**config.mk**
```make
export PLATFORM = sky130hd
export DESIGN_NAME = spi_mem_frontend
export DESIGN_NICKNAME = d
export VERILOG_FILES = /design/src/rtl/spi_fe_pkg.sv /design/src/rtl/spi_fe_sync.sv /design/src/rtl/spi_fe_seq.sv /design/src/rtl/spi_fe_tx.sv /design/src/rtl/spi_mem_frontend.sv
export SDC_FILE = /design/constraint.sdc
export NUM_CORES = 1
export LEC_CHECK = 0
export ABC_AREA = 0
export CAP_MARGIN = 20
export CELL_PAD_IN_SITES_DETAIL_PLACEMENT = 0
export CELL_PAD_IN_SITES_GLOBAL_PLACEMENT = 1
export CORE_ASPECT_RATIO = 2
export CORE_UTILIZATION = 54
export DETAILED_ROUTE_END_ITERATION = 6
export DONT_BUFFER_PORTS = 1
export GPL_ROUTABILITY_DRIVEN = 0
export GPL_TIMING_DRIVEN = 1
export PLACE_DENSITY_LB_ADDON = 0.2
export SETUP_SLACK_MARGIN = 0.5
export SLEW_MARGIN = 20
export SYNTH_ARGS = -nofsm -noshare
export SYNTH_HDL_FRONTEND = slang
export SYNTH_SLANG_ARGS = --single-unit
export TNS_END_PERCENT = 1
```
**constraint.sdc**
```tcl
create_clock -name clk_i -period 6.5 [get_ports clk_i]
set_clock_uncertainty 0.15 [all_clocks]
set_input_delay 1.3 -clock clk_i [delete_from_list [all_inputs] [get_ports clk_i]]
set_output_delay 1.3 -clock clk_i [all_outputs]
set_load 0.01 [all_outputs]
```
**src/rtl/spi_fe_pkg.sv**
```systemverilog
package spi_fe_pkg;
  typedef enum logic [3:0] {
    ST_OFF, ST_OP, ST_ADDR, ST_CMD, ST_SRW, ST_SRDONE,
    ST_WR, ST_RD, ST_RDSR, ST_SKIP
  } fe_state_e;

  localparam logic [7:0] OP_WEN  = 8'h06;
  localparam logic [7:0] OP_WDIS = 8'h04;
  localparam logic [7:0] OP_STRD = 8'h05;
  localparam logic [7:0] OP_STWR = 8'h01;
  localparam logic [7:0] OP_RD   = 8'h03;
  localparam logic [7:0] OP_WR   = 8'h02;
endpackage

```
**src/rtl/spi_fe_sync.sv**
```systemverilog
module spi_fe_sync #(
  parameter int W = 4,
  parameter int STAGES = 2,
  parameter logic [W-1:0] RST_VAL = '0
) (
  input  logic         clk_i,
  input  logic         rst_ni,
  input  logic [W-1:0] d_i,
  output logic [W-1:0] q_o
);
  logic [W-1:0] st [STAGES];

  always_ff @(posedge clk_i or negedge rst_ni) begin
    if (!rst_ni) begin
      for (int s = 0; s < STAGES; s++) st[s] <= RST_VAL;
    end else begin
      st[0] <= d_i;
      for (int s = 1; s < STAGES; s++) st[s] <= st[s-1];
    end
  end

  assign q_o = st[STAGES-1];
endmodule

```
**src/rtl/spi_fe_seq.sv**
```systemverilog
module spi_fe_seq
  import spi_fe_pkg::*;
#(
  parameter int AW = 12,
  parameter int PW = 5,
  parameter int FIELD_W = 16
) (
  input  logic          clk_i,
  input  logic          rst_ni,
  input  logic          sck_rise_i,
  input  logic          si_i,
  input  logic          cs_fall_i,
  input  logic          cs_rise_i,
  output logic          tx_en_o,
  output logic          rd_status_o,
  output logic          rd_start_o,
  output logic [AW-1:0] rd_start_addr_o,
  output logic          wren_o,
  output logic          wrdi_o,
  output logic          sr_wr_valid_o,
  output logic [7:0]    sr_wr_data_o,
  output logic          wr_byte_valid_o,
  output logic [AW-1:0] wr_addr_o,
  output logic [7:0]    wr_data_o,
  output logic          wr_commit_o
);
  localparam int BCW = $clog2(FIELD_W);

  fe_state_e          st;
  logic [7:0]         sh;
  logic [FIELD_W-1:0] ash;
  logic [BCW-1:0]     bcnt;
  logic               wen_pend, rd_pend, wr_any;
  logic [AW-1:0]      wa;

  logic [7:0]         in_byte;
  logic [FIELD_W-1:0] in_addr;
  logic               byte_end;
  assign in_byte  = {sh[6:0], si_i};
  assign in_addr  = {ash[FIELD_W-2:0], si_i};
  assign byte_end = (bcnt[2:0] == 3'd7);
  assign tx_en_o  = (st == ST_RD) || (st == ST_RDSR);

  always_ff @(posedge clk_i or negedge rst_ni) begin
    if (!rst_ni) begin
      st <= ST_OFF;
      sh <= '0;
      ash <= '0;
      bcnt <= '0;
      wen_pend <= 1'b0;
      rd_pend <= 1'b0;
      wr_any <= 1'b0;
      wa <= '0;
      rd_status_o <= 1'b0;
      rd_start_o <= 1'b0;
      rd_start_addr_o <= '0;
      wren_o <= 1'b0;
      wrdi_o <= 1'b0;
      sr_wr_valid_o <= 1'b0;
      sr_wr_data_o <= '0;
      wr_byte_valid_o <= 1'b0;
      wr_addr_o <= '0;
      wr_data_o <= '0;
      wr_commit_o <= 1'b0;
    end else begin
      wren_o <= 1'b0;
      wrdi_o <= 1'b0;
      sr_wr_valid_o <= 1'b0;
      wr_byte_valid_o <= 1'b0;
      wr_commit_o <= 1'b0;
      rd_start_o <= 1'b0;
      if (cs_rise_i) begin
        case (st)
          ST_CMD:    if (wen_pend) wren_o <= 1'b1; else wrdi_o <= 1'b1;
          ST_SRDONE: sr_wr_valid_o <= 1'b1;
          ST_WR:     if (wr_any && bcnt == '0) wr_commit_o <= 1'b1;
          default: ;
        endcase
        st <= ST_OFF;
      end else if (cs_fall_i) begin
        st <= ST_OP;
        bcnt <= '0;
        wr_any <= 1'b0;
      end else if (sck_rise_i) begin
        case (st)
          ST_OP: begin
            sh <= in_byte;
            bcnt <= bcnt + 1'b1;
            if (byte_end) begin
              bcnt <= '0;
              case (in_byte)
                OP_WEN:  begin st <= ST_CMD; wen_pend <= 1'b1; end
                OP_WDIS: begin st <= ST_CMD; wen_pend <= 1'b0; end
                OP_STRD: begin st <= ST_RDSR; rd_start_o <= 1'b1; rd_status_o <= 1'b1; end
                OP_RD:   begin st <= ST_ADDR; rd_pend <= 1'b1; end
                OP_WR:   begin st <= ST_ADDR; rd_pend <= 1'b0; end
                OP_STWR: st <= ST_SRW;
                default: st <= ST_SKIP;
              endcase
            end
          end
          ST_ADDR: begin
            ash <= in_addr;
            bcnt <= bcnt + 1'b1;
            if (bcnt == BCW'(FIELD_W - 1)) begin
              bcnt <= '0;
              if (rd_pend) begin
                st <= ST_RD;
                rd_start_o <= 1'b1;
                rd_status_o <= 1'b0;
                rd_start_addr_o <= in_addr[AW-1:0];
              end else begin
                st <= ST_WR;
                wa <= in_addr[AW-1:0];
              end
            end
          end
          ST_SRW: begin
            sh <= in_byte;
            bcnt <= bcnt + 1'b1;
            if (byte_end) begin
              bcnt <= '0;
              sr_wr_data_o <= in_byte;
              st <= ST_SRDONE;
            end
          end
          ST_WR: begin
            sh <= in_byte;
            bcnt <= bcnt + 1'b1;
            if (byte_end) begin
              bcnt <= '0;
              wr_byte_valid_o <= 1'b1;
              wr_addr_o <= wa;
              wr_data_o <= in_byte;
              wa <= {wa[AW-1:PW], wa[PW-1:0] + 1'b1};
              wr_any <= 1'b1;
            end
          end
          ST_CMD, ST_SRDONE: st <= ST_SKIP;
          default: ;
        endcase
      end
    end
  end

  p_one_strobe_r5: assert property (@(posedge clk_i) disable iff (!rst_ni)
    $onehot0({wren_o, wrdi_o, sr_wr_valid_o, wr_commit_o, wr_byte_valid_o}));
  p_cmd_at_deselect_r5: assert property (@(posedge clk_i) disable iff (!rst_ni)
    (wren_o || wrdi_o || sr_wr_valid_o) |-> $past(cs_rise_i));
  p_commit_from_write_r7: assert property (@(posedge clk_i) disable iff (!rst_ni)
    wr_commit_o |-> $past(st == ST_WR) && st == ST_OFF);
endmodule

```
**src/rtl/spi_fe_tx.sv**
```systemverilog
module spi_fe_tx #(
  parameter int AW = 12
) (
  input  logic          clk_i,
  input  logic          rst_ni,
  input  logic          en_i,
  input  logic          status_sel_i,
  input  logic          start_i,
  input  logic [AW-1:0] start_addr_i,
  input  logic          fall_i,
  input  logic          hold_i,
  input  logic [7:0]    status_i,
  input  logic [7:0]    mem_rdata_i,
  output logic [AW-1:0] mem_addr_o,
  output logic          so_o,
  output logic          live_o
);
  logic [7:0]    osr;
  logic [2:0]    ob;
  logic [AW-1:0] ra;
  logic          live;

  // a new byte is fetched on the first falling SCK of each byte
  always_ff @(posedge clk_i or negedge rst_ni) begin
    if (!rst_ni) begin
      osr <= '0;
      ob <= '0;
      ra <= '0;
      live <= 1'b0;
    end else if (!en_i) begin
      live <= 1'b0;
    end else if (start_i) begin
      ra <= start_addr_i;
      ob <= '0;
      live <= 1'b0;
    end else if (fall_i) begin
      ob <= ob + 1'b1;
      live <= 1'b1;
      if (ob == '0) begin
        osr <= status_sel_i ? status_i : mem_rdata_i;
        if (!status_sel_i) ra <= ra + 1'b1;
      end else begin
        osr <= {osr[6:0], 1'b0};
      end
    end
  end

  assign mem_addr_o = ra;
  assign so_o = live ? osr[7] : 1'b0;
  assign live_o = live;

  p_hold_freeze_r9: assert property (@(posedge clk_i) disable iff (!rst_ni)
    hold_i |=> $stable(osr) && $stable(ob));
  p_quiet_when_off_r10: assert property (@(posedge clk_i) disable iff (!rst_ni)
    !en_i |=> !live);
endmodule

```
**src/rtl/spi_mem_frontend.sv**
```systemverilog
module spi_mem_frontend
  import spi_fe_pkg::*;
#(
  parameter int AW = 12,
  parameter int PW = 5,
  parameter int SYNC_STAGES = 2
) (
  input  logic          clk_i,
  input  logic          rst_ni,
  input  logic          sck_i,
  input  logic          cs_ni,
  input  logic          si_i,
  input  logic          hold_ni,
  input  logic [7:0]    status_i,
  input  logic [7:0]    mem_rdata_i,
  output logic          so_o,
  output logic          so_oe_o,
  output logic [AW-1:0] mem_addr_o,
  output logic          wren_o,
  output logic          wrdi_o,
  output logic          sr_wr_valid_o,
  output logic [7:0]    sr_wr_data_o,
  output logic          wr_byte_valid_o,
  output logic [AW-1:0] wr_addr_o,
  output logic [7:0]    wr_data_o,
  output logic          wr_commit_o
);
  localparam int NPIN = 4;
  // cs resets low so a select already low at reset never looks like a fall
  localparam logic [NPIN-1:0] PIN_RST = 4'b1000;

  logic [NPIN-1:0] pins_s;
  logic s_sck, s_cs, s_si, s_hold;
  logic sck_q, cs_q, hold_act;
  logic bus_live, sck_rise, sck_fall, cs_fall, cs_rise;
  logic tx_en, rd_status, rd_start, tx_live;
  logic [AW-1:0] rd_start_addr;

  spi_fe_sync #(.W(NPIN), .STAGES(SYNC_STAGES), .RST_VAL(PIN_RST)) u_sync (
    .clk_i (clk_i),
    .rst_ni(rst_ni),
    .d_i   ({hold_ni, si_i, cs_ni, sck_i}),
    .q_o   (pins_s)
  );
  assign {s_hold, s_si, s_cs, s_sck} = pins_s;

  always_ff @(posedge clk_i or negedge rst_ni) begin
    if (!rst_ni) begin
      sck_q <= 1'b0;
      cs_q <= 1'b0;
      hold_act <= 1'b0;
    end else begin
      sck_q <= s_sck;
      cs_q <= s_cs;
      if (s_cs) hold_act <= 1'b0;
      else if (!s_sck) hold_act <= ~s_hold;
    end
  end

  assign bus_live = ~s_cs & ~hold_act;
  assign sck_rise = bus_live & s_sck & ~sck_q;
  assign sck_fall = bus_live & ~s_sck & sck_q;
  assign cs_fall  = cs_q & ~s_cs;
  assign cs_rise  = ~cs_q & s_cs;

  spi_fe_seq #(.AW(AW), .PW(PW), .FIELD_W(16)) u_seq (
    .clk_i          (clk_i),
    .rst_ni         (rst_ni),
    .sck_rise_i     (sck_rise),
    .si_i           (s_si),
    .cs_fall_i      (cs_fall),
    .cs_rise_i      (cs_rise),
    .tx_en_o        (tx_en),
    .rd_status_o    (rd_status),
    .rd_start_o     (rd_start),
    .rd_start_addr_o(rd_start_addr),
    .wren_o         (wren_o),
    .wrdi_o         (wrdi_o),
    .sr_wr_valid_o  (sr_wr_valid_o),
    .sr_wr_data_o   (sr_wr_data_o),
    .wr_byte_valid_o(wr_byte_valid_o),
    .wr_addr_o      (wr_addr_o),
    .wr_data_o      (wr_data_o),
    .wr_commit_o    (wr_commit_o)
  );

  spi_fe_tx #(.AW(AW)) u_tx (
    .clk_i       (clk_i),
    .rst_ni      (rst_ni),
    .en_i        (tx_en),
    .status_sel_i(rd_status),
    .start_i     (rd_start),
    .start_addr_i(rd_start_addr),
    .fall_i      (sck_fall),
    .hold_i      (hold_act),
    .status_i    (status_i),
    .mem_rdata_i (mem_rdata_i),
    .mem_addr_o  (mem_addr_o),
    .so_o        (so_o),
    .live_o      (tx_live)
  );

  assign so_oe_o = tx_live & ~hold_act & ~s_cs;
endmodule

```
==> impl_metrics.prom, run 1 <==
# TYPE chip_impl_metric gauge
chip_impl_metric{name="max_cap_viol_count",unit=""} 0
chip_impl_metric{name="static_leakage_power",unit="nW"} 3.029
chip_impl_metric{name="timing_worst_slew_pin_value",unit="ps"} 1075
chip_impl_metric{name="grt_first_pass_wirelength",unit="µm"} 20230
chip_impl_metric{name="die_area",unit="µm²"} 11340
chip_impl_metric{name="clock_path_buffers",unit=""} 2
chip_impl_metric{name="final_core_utilization",unit="%"} 62.49
chip_impl_metric{name="yosys_warnings",unit=""} 0
chip_impl_metric{name="hold_buffers",unit=""} 0
chip_impl_metric{name="preCtsSetupSlack",unit="ps"} 3468
chip_impl_metric{name="area.growth.synth_to_final",unit="%"} 11.99
chip_impl_info{name="synthFlopType",value="dfrtp_1"} 1
chip_impl_metric{name="grt_max_degree",unit=""} 124
chip_impl_info{name="post-synth-top-count-cell",value="dfrtp_1"} 1
chip_impl_metric{name="final_hold_viol_count",unit=""} 0
chip_impl_metric{name="required",unit="ps"} 6650
chip_impl_metric{name="half_perimeter_wire_length_of_the_detailed_placement_result",unit="µm"} 8415
chip_impl_metric{name="timing.final.ws_setup",unit="ps"} 3690
chip_impl_metric{name="setup-tns-final",unit="ps"} 0
chip_impl_metric{name="post_cts_buffers",unit=""} 0
chip_impl_metric{name="num-fill-cells",unit=""} 819
chip_impl_info{name="post_synth_most_frequent_cells",value="dfrtp_1, mux2_2, nor2_1, nand2_1, inv_1"} 1
chip_impl_info{name="cell_types_with_the_largest_area_share_after_synthesis",value="dfrtp_1, mux2_2, mux2i_1"} 1
chip_impl_metric{name="coreArea",unit="µm²"} 10540
chip_impl_metric{name="num_antenna_cells",unit=""} 0
chip_impl_metric{name="timing.final.crit_share",unit="%"} 43.23
chip_impl_metric{name="clk_latency",unit="ps"} 410
chip_impl_metric{name="instances_no_fill",unit=""} 663
chip_impl_info{name="netlist.top_cell.by_area",value="dfrtp_1"} 1
chip_impl_metric{name="initialDrtViolationCount",unit=""} 208
chip_impl_metric{name="io_pins",unit=""} 69
chip_impl_info{name="outcome",value="finished clean"} 1
chip_impl_metric{name="detailedRoute.firstPassIterationCount",unit=""} 4
chip_impl_metric{name="synthesis.instances",unit=""} 526
chip_impl_metric{name="vdd_ir_drop_max",unit="V"} 0.0002099
chip_impl_info{name="timing_worst_setup_path_type",value="reg -> reg"} 1
chip_impl_info{name="startpoint_type",value="register"} 1
chip_impl_metric{name="postPlaceCellArea",unit="µm²"} 5923
chip_impl_metric{name="floorplan.die.width",unit="µm"} 75.81
chip_impl_info{name="hold_wc_path_type",value="reg -> reg"} 1
chip_impl_metric{name="nets",unit=""} 545
chip_impl_metric{name="pwr_cell_area",unit="nW/µm²"} 309.0
chip_impl_metric{name="netlist_area",unit="µm²"} 5883
chip_impl_metric{name="clk_pin_slew",unit="ps"} 60
chip_impl_metric{name="async_reset_ff_share",unit="%"} 100.0
chip_impl_metric{name="finalPower",unit="mW"} 2.036
chip_impl_metric{name="dp.cells",unit=""} 631
chip_impl_metric{name="port_buffers",unit=""} 0
chip_impl_metric{name="route.final.wire_length",unit="µm"} 12580
chip_impl_metric{name="syn_avg_cell_area",unit="µm²"} 11.18
chip_impl_metric{name="cts.htree.levels",unit=""} 4
chip_impl_info{name="sort_of_element_at_the_end_of_the_critical_path",value="register"} 1
chip_impl_metric{name="initial_utilization",unit="%"} 55.80
chip_impl_info{name="tritoncts",value="yes"} 1
chip_impl_metric{name="shortest_period_the_worst_path_allows",unit="ps"} 2810
chip_impl_metric{name="grt_remaining_overflow",unit=""} 0
chip_impl_metric{name="grt_use_total",unit="%"} 24.40
chip_impl_metric{name="fraction_of_post_synthesis_cell_area_in_the_top_cell_type_by_area",unit="%"} 51.47
chip_impl_metric{name="finish.instance_area",unit="µm²"} 6589
chip_impl_metric{name="synth-seq-cells",unit=""} 123
chip_impl_info{name="clock-root-buffer",value="clkbuf_16"} 1
chip_impl_metric{name="vias_per_cell",unit=""} 6.041
chip_impl_metric{name="setup_violations",unit=""} 0
chip_impl_metric{name="drtAntennaViolNets",unit=""} 0
chip_impl_metric{name="sequential_element_share_of_the_synthesized_area",unit="%"} 52.36
chip_impl_metric{name="mappedNetlistNets",unit=""} 557
chip_impl_metric{name="drive_gt1_share",unit="%"} 20.15
chip_impl_info{name="rsz0062_at_grt",value="no"} 1
chip_impl_metric{name="edff_count_synth",unit=""} 0
chip_impl_metric{name="route.vias.total",unit=""} 4005
chip_impl_metric{name="drc",unit=""} 0
chip_impl_metric{name="via_count_of_the_first_global_routing_pass",unit=""} 4048
chip_impl_metric{name="slew_violations",unit=""} 0
chip_impl_metric{name="rows",unit=""} 53
chip_impl_metric{name="ys_types",unit=""} 68
chip_impl_metric{name="cts_buffers",unit=""} 17
chip_impl_metric{name="crit_path_max_fanout",unit=""} 19
chip_impl_metric{name="post_cts_resized",unit=""} 0
chip_impl_metric{name="timing.max_slew.rel_slack",unit="%"} 28.04
chip_impl_metric{name="hold-worst-slack",unit="ps"} 199.9
chip_impl_metric{name="fmax",unit="GHz"} 0.3559
chip_impl_metric{name="die_y",unit="µm"} 149.6
chip_impl_metric{name="timing.critical_path.arrival",unit="ps"} 2960
chip_impl_metric{name="grt_antenna_before_repair",unit=""} 0
chip_impl_metric{name="tritoncts_num_sinks",unit=""} 123
chip_impl_metric{name="routedWlPerCell",unit="µm"} 18.98
-- kinds of logic (layout without fill, tap and decap cells) --
family | count (synthesis) | count (layout) | synth area share [%]
AND/OR/NAND/NOR | 147 | 147 | 13.95
flip-flops | 123 | 123 | 52.36
AO/OA/AOI/OAI | 105 | 105 | 11.91
multiplexers | 79 | 79 | 15.23
buffers and inverters | 61 | 61 | 4.317
adder cells (fa/ha/maj) | 10 | 10 | 2.084
XOR/XNOR | 1 | 1 | 0.1489
-- layout make-up --
| class | instances | area [µm²] | area share [%] |
|---|---|---|---|
| clock inverters | 13 | 215.2 | 3.266 |
| inverters | 27 | 101.3 | 1.538 |
| repair buffers | 3 | 26.28 | 0.3988 |
| flip-flops and latches | 123 | 3080 | 46.75 |
| well taps | 137 | 171.4 | 2.602 |
| clock buffers | 18 | 439.2 | 6.665 |
| multi-input cells | 342 | 2555 | 38.78 |
-- routing by layer --
| metal | vias up | GRT usage, % | routed length (µm) |
|---|---|---|---|
| met4 | 0 | 13.52 | 454 |
| met1 | 1983 | 27.58 | 4861 |
| met5 | - | 0 | 0 |
| li1 | 1877 | - | - |
| met2 | 112 | 39.91 | 6722 |
| met3 | 33 | 7.205 | 545 |
-- sequential cells by signal (all words and copies together) (netlist names), 7 cells and up --
| register | cells |
|---|---|
| u_seq.wr_data_o | 8 |
| u_tx.osr | 8 |
| u_seq.wr_addr_o | 12 |
| u_seq.sr_wr_data_o | 8 |
| u_seq.ash | 11 |
| u_seq.wa | 12 |
| u_seq.sh | 7 |
| u_tx.mem_addr_o | 12 |
| u_seq.rd_start_addr_o | 12 |
-- cell usage in the layout (no fill, tap or decap), drive strengths merged, types with 8 or more instances in the layout --
| cell type | synthesis | routed |
|---|---|---|
| nand2 | 32 | 32 |
| o21ai | 27 | 27 |
| inv | 27 | 29 |
| o31ai | 8 | 8 |
| mux2 | 60 | 60 |
| a21oi | 19 | 19 |
| a31oi | 9 | 9 |
| dfrtp | 121 | 121 |
| nand3 | 12 | 12 |
| ha | 9 | 9 |
| nor2 | 35 | 35 |
| clkbuf | 22 | 18 |
| mux2i | 19 | 19 |
-- power breakdown --
group	internal (mW)	total [mW]	switching (mW)
logic	0.0665	0.137	0.0709
registers	0.804	0.860	0.0560
clock network	0.691	1.04	0.348
total	1.56	2.04	0.474
-- critical path, cell delays in order, from the launching register on --
cell     delay (ps)
dfrtp_1         680
nor4b_1         490
nand3_1         170
nor2_1          770
mux2_2          430
-- final timing paths --
check                                             start  cells after the start                                    to  slack, ps
worst min-delay path             u_sync.st[6]$_DFF_PN0_                      0               u_sync.q_o[2]$_DFF_PN0_        200
worst min register to register   u_sync.st[6]$_DFF_PN0_                      0               u_sync.q_o[2]$_DFF_PN0_        200
worst max register to register  u_seq.st[1]$_DFFE_PN0P_                      4  u_seq.rd_start_addr_o[9]$_DFFE_PN0P_       3690
worst max-delay path            u_seq.st[1]$_DFFE_PN0P_                      4  u_seq.rd_start_addr_o[9]$_DFFE_PN0P_       3690
min in group asynchronous                        rst_ni                      0               u_tx.osr[3]$_DFFE_PN0P_        430
max in group asynchronous                        rst_ni                      0                u_sync.st[7]$_DFF_PN1_       5560
Power figures use the tool's default switching activity.
==> run 2: changes to the inputs <==
--- a/config.mk
+++ b/config.mk
@@ -10,7 +10,7 @@
 export CELL_PAD_IN_SITES_DETAIL_PLACEMENT = 0
 export CELL_PAD_IN_SITES_GLOBAL_PLACEMENT = 1
 export CORE_ASPECT_RATIO = 2
-export CORE_UTILIZATION = 54
+export CORE_UTILIZATION = 50
 export DETAILED_ROUTE_END_ITERATION = 6
 export DONT_BUFFER_PORTS = 1
 export GPL_ROUTABILITY_DRIVEN = 0
==> constraint.sdc (replaced) <==
create_clock -name clk_i -period 2.8 [get_ports clk_i]
set_clock_uncertainty 0.15 [all_clocks]
set_input_delay 0.56 -clock clk_i [delete_from_list [all_inputs] [get_ports clk_i]]
set_output_delay 0.56 -clock clk_i [all_outputs]
set_load 0.01 [all_outputs]
==> run 2 against run 1 <==
  * Clock power is 110% higher
  * Setup slack worse by 3300 ps
  * Critical endpoint is now u_seq.bcnt[3]$_DFFE_PN0P_
  * Largest power group unchanged
  * Final cell count is 3.2% higher
  * The run now ends with negative hold slack left
  * Highest routed layer unchanged
  * Combinational power grew to 2.8 times the previous value
==> impl_metrics.prom, run 2 (synthesized netlist as in run 1, its figures left out) <==
# TYPE chip_impl_metric gauge
chip_impl_metric{name="detailedRoute.firstPassIterationCount",unit=""} 4
chip_impl_metric{name="grt_remaining_overflow",unit=""} 0
chip_impl_metric{name="nets",unit=""} 561
chip_impl_metric{name="die_y",unit="µm"} 155.4
chip_impl_metric{name="r2r_setup_slack",unit="ps"} 420
chip_impl_metric{name="area.growth.synth_to_final",unit="%"} 14.19
chip_impl_metric{name="pwr_cell_area",unit="nW/µm²"} 669.5
chip_impl_metric{name="hold-worst-slack",unit="ps"} -301.9
chip_impl_metric{name="setup-tns-final",unit="ps"} 0
chip_impl_metric{name="cts_buffers",unit=""} 17
chip_impl_info{name="startpoint_type",value="register"} 1
chip_impl_info{name="cell_breakdown_of_the_critical_path",value="or4b_2 -> a31oi_1 -> nand3b_1 -> o31ai_1"} 1
chip_impl_metric{name="floorplan.die.width",unit="µm"} 78.70
chip_impl_metric{name="worst_path_largest_cell_delay",unit="ps"} 760
chip_impl_metric{name="hold_buffers",unit=""} 1
chip_impl_metric{name="timing_worst_slew_pin_value",unit="ps"} 736.3
chip_impl_metric{name="final_hold_viol_count",unit=""} 123
chip_impl_metric{name="cts.htree.levels",unit=""} 4
chip_impl_metric{name="io_pins",unit=""} 69
chip_impl_metric{name="half_perimeter_wire_length_of_the_detailed_placement_result",unit="µm"} 8997
chip_impl_metric{name="grt_max_degree",unit=""} 124
chip_impl_metric{name="fmax",unit="GHz"} 0.4210
chip_impl_metric{name="rows",unit=""} 55
chip_impl_metric{name="timing.max_slew.rel_slack",unit="%"} 50.49
chip_impl_metric{name="clk_pin_slew",unit="ps"} 50
chip_impl_info{name="timing_worst_setup_path_type",value="reg -> reg"} 1
chip_impl_metric{name="slew_violations",unit=""} 0
chip_impl_metric{name="drc",unit=""} 0
chip_impl_metric{name="grt_use_total",unit="%"} 23.06
chip_impl_info{name="sort_of_element_at_the_end_of_the_critical_path",value="register"} 1
chip_impl_metric{name="drtAntennaViolNets",unit=""} 0
chip_impl_metric{name="setup_violations",unit=""} 0
chip_impl_metric{name="final_core_utilization",unit="%"} 59.16
chip_impl_metric{name="static_leakage_power",unit="nW"} 3.096
chip_impl_metric{name="clk_latency",unit="ps"} 410
chip_impl_metric{name="grt_first_pass_wirelength",unit="µm"} 21650
chip_impl_metric{name="timing.critical_path.arrival",unit="ps"} 2540
chip_impl_info{name="r2r_end",value="u_seq.bcnt[3]$_DFFE_PN0P_"} 1
chip_impl_metric{name="grt_antenna_before_repair",unit=""} 0
chip_impl_info{name="cp_slowest_cell",value="or4b_2"} 1
chip_impl_metric{name="port_buffers",unit=""} 0
chip_impl_metric{name="num-fill-cells",unit=""} 950
chip_impl_info{name="layout.cells.most_common_list",value="dfrtp_1, mux2_2, nor2_1"} 1
chip_impl_info{name="final_common_cell",value="dfrtp_1"} 1
chip_impl_metric{name="tritoncts_num_sinks",unit=""} 123
chip_impl_info{name="hold_wc_path_type",value="in -> async"} 1
chip_impl_info{name="clock-root-buffer",value="clkbuf_16"} 1
chip_impl_info{name="outcome",value="finished, violations left"} 1
chip_impl_info{name="worst_r2r_startpoint",value="u_seq.st[1]$_DFFE_PN0P_"} 1
chip_impl_metric{name="shortest_period_the_worst_path_allows",unit="ps"} 2375
chip_impl_metric{name="max_cap_viol_count",unit=""} 0
chip_impl_metric{name="via_count_of_the_first_global_routing_pass",unit=""} 4312
chip_impl_metric{name="crit_path_max_fanout",unit=""} 13
chip_impl_metric{name="required",unit="ps"} 2960
chip_impl_metric{name="initial_utilization",unit="%"} 51.81
chip_impl_metric{name="die_area",unit="µm²"} 12230
chip_impl_metric{name="reg2regPathDepth",unit=""} 4
chip_impl_metric{name="initialDrtViolationCount",unit=""} 204
chip_impl_metric{name="routedWlPerCell",unit="µm"} 18.92
chip_impl_metric{name="route.vias.total",unit=""} 4149
chip_impl_metric{name="clock_path_buffers",unit=""} 2
chip_impl_metric{name="vdd_ir_drop_max",unit="V"} 0.0004924
chip_impl_metric{name="route.final.wire_length",unit="µm"} 12940
chip_impl_info{name="tritoncts",value="yes"} 1
chip_impl_info{name="failed_checks",value="negative hold slack"} 1
chip_impl_metric{name="coreArea",unit="µm²"} 11350
chip_impl_metric{name="finalPower",unit="mW"} 4.498
chip_impl_metric{name="vias_per_cell",unit=""} 6.066
chip_impl_info{name="rsz0062_at_grt",value="yes"} 1
chip_impl_metric{name="num_antenna_cells",unit=""} 0
chip_impl_metric{name="drive_gt1_share",unit="%"} 24.91
chip_impl_metric{name="timing.final.crit_share",unit="%"} 84.83
-- run 2: changes by cell type in the layout (fill, tap and decap cells not counted), sizes merged --
cell and change:
clkinvlp -3, bufinv -3, buf +15, dlygate4sd3 +1, clkinv +6
-- run 2: how the worst max path moves through the flow --
stage | cells after the start | startpoint | end
final | 4 | u_seq.st[1]$_DFFE_PN0P_ | u_seq.bcnt[3]$_DFFE_PN0P_
after global routing | 6 | u_sync.q_o[1]$_DFF_PN0_ | u_seq.wr_addr_o[7]$_DFFE_PN0P_
after CTS | 4 | u_seq.st[0]$_DFFE_PN0P_ | u_seq.rd_status_o$_DFFE_PN0P_
after detailed placement | 5 | u_seq.bcnt[0]$_DFFE_PN0P_ | u_seq.sr_wr_data_o[2]$_DFFE_PN0P_
after global placement | 5 | u_seq.bcnt[0]$_DFFE_PN0P_ | u_seq.sr_wr_data_o[5]$_DFFE_PN0P_
after floorplan | 5 | u_seq.st[1]$_DFFE_PN0P_ | u_seq.rd_status_o$_DFFE_PN0P_
-- run 2: area by class of cell --
| type | count | area [µm²] | area share, % |
|---|---|---|---|
| multi-input cells | 342 | 2626 | 39.09 |
| repair buffers | 19 | 145.1 | 2.161 |
| clock buffers | 18 | 439.2 | 6.538 |
| inverters | 27 | 101.3 | 1.509 |
| clock inverters | 13 | 143.9 | 2.142 |
| well taps | 142 | 177.7 | 2.645 |
| flip-flops and latches | 123 | 3084 | 45.91 |
-- run 2: report_power, final --
part / total, mW / leakage [nW] / switching [mW] / internal [mW]
clock: 2.14 / 0.286 / 0.803 / 1.33
combinational: 0.381 / 1.18 / 0.200 / 0.181
sequential: 1.98 / 1.63 / 0.111 / 1.87
-- run 2: worst max-delay path: cells and delay by family, from the launching register on --
| kind | cells | cell delay (ps) |
|---|---|---|
| AO/OA/AOI/OAI | 2 | 670 |
| flip-flops | 1 | 500 |
| AND/OR/NAND/NOR | 2 | 960 |
-- run 2: through the flow --
step                hold WS (ps)  setup WS [ps]  cells  area (µm²)
CTS                       -321.4          419.9    683        6665
global placement           117.4          340.0    651        6043
floorplan                  114.4          540.3    526        5884
detailed placement         118.0          293.6    651        6043
global route              -321.3          357.0    684        6718
finish                    -301.9          424.6    684        6718
-- run 2: routing by layer --
| metal | wire length [µm] | global-route usage (%) | vias to the layer above |
|---|---|---|---|
| met3 | 513 | 5.103 | 31 |
| met1 | 5006 | 25.46 | 2078 |
| met5 | 0 | 0 | - |
| met2 | 6937 | 40.25 | 120 |
| met4 | 484 | 12.70 | 0 |
| li1 | - | - | 1920 |
-- run 2: timing repair --
item,4_1_cts,5_1_grt
endpoints found under the hold margin,124,123
setup endpoints to repair,81,84
cloned,0,0
buffers inserted,0,0
resized for setup,8,9
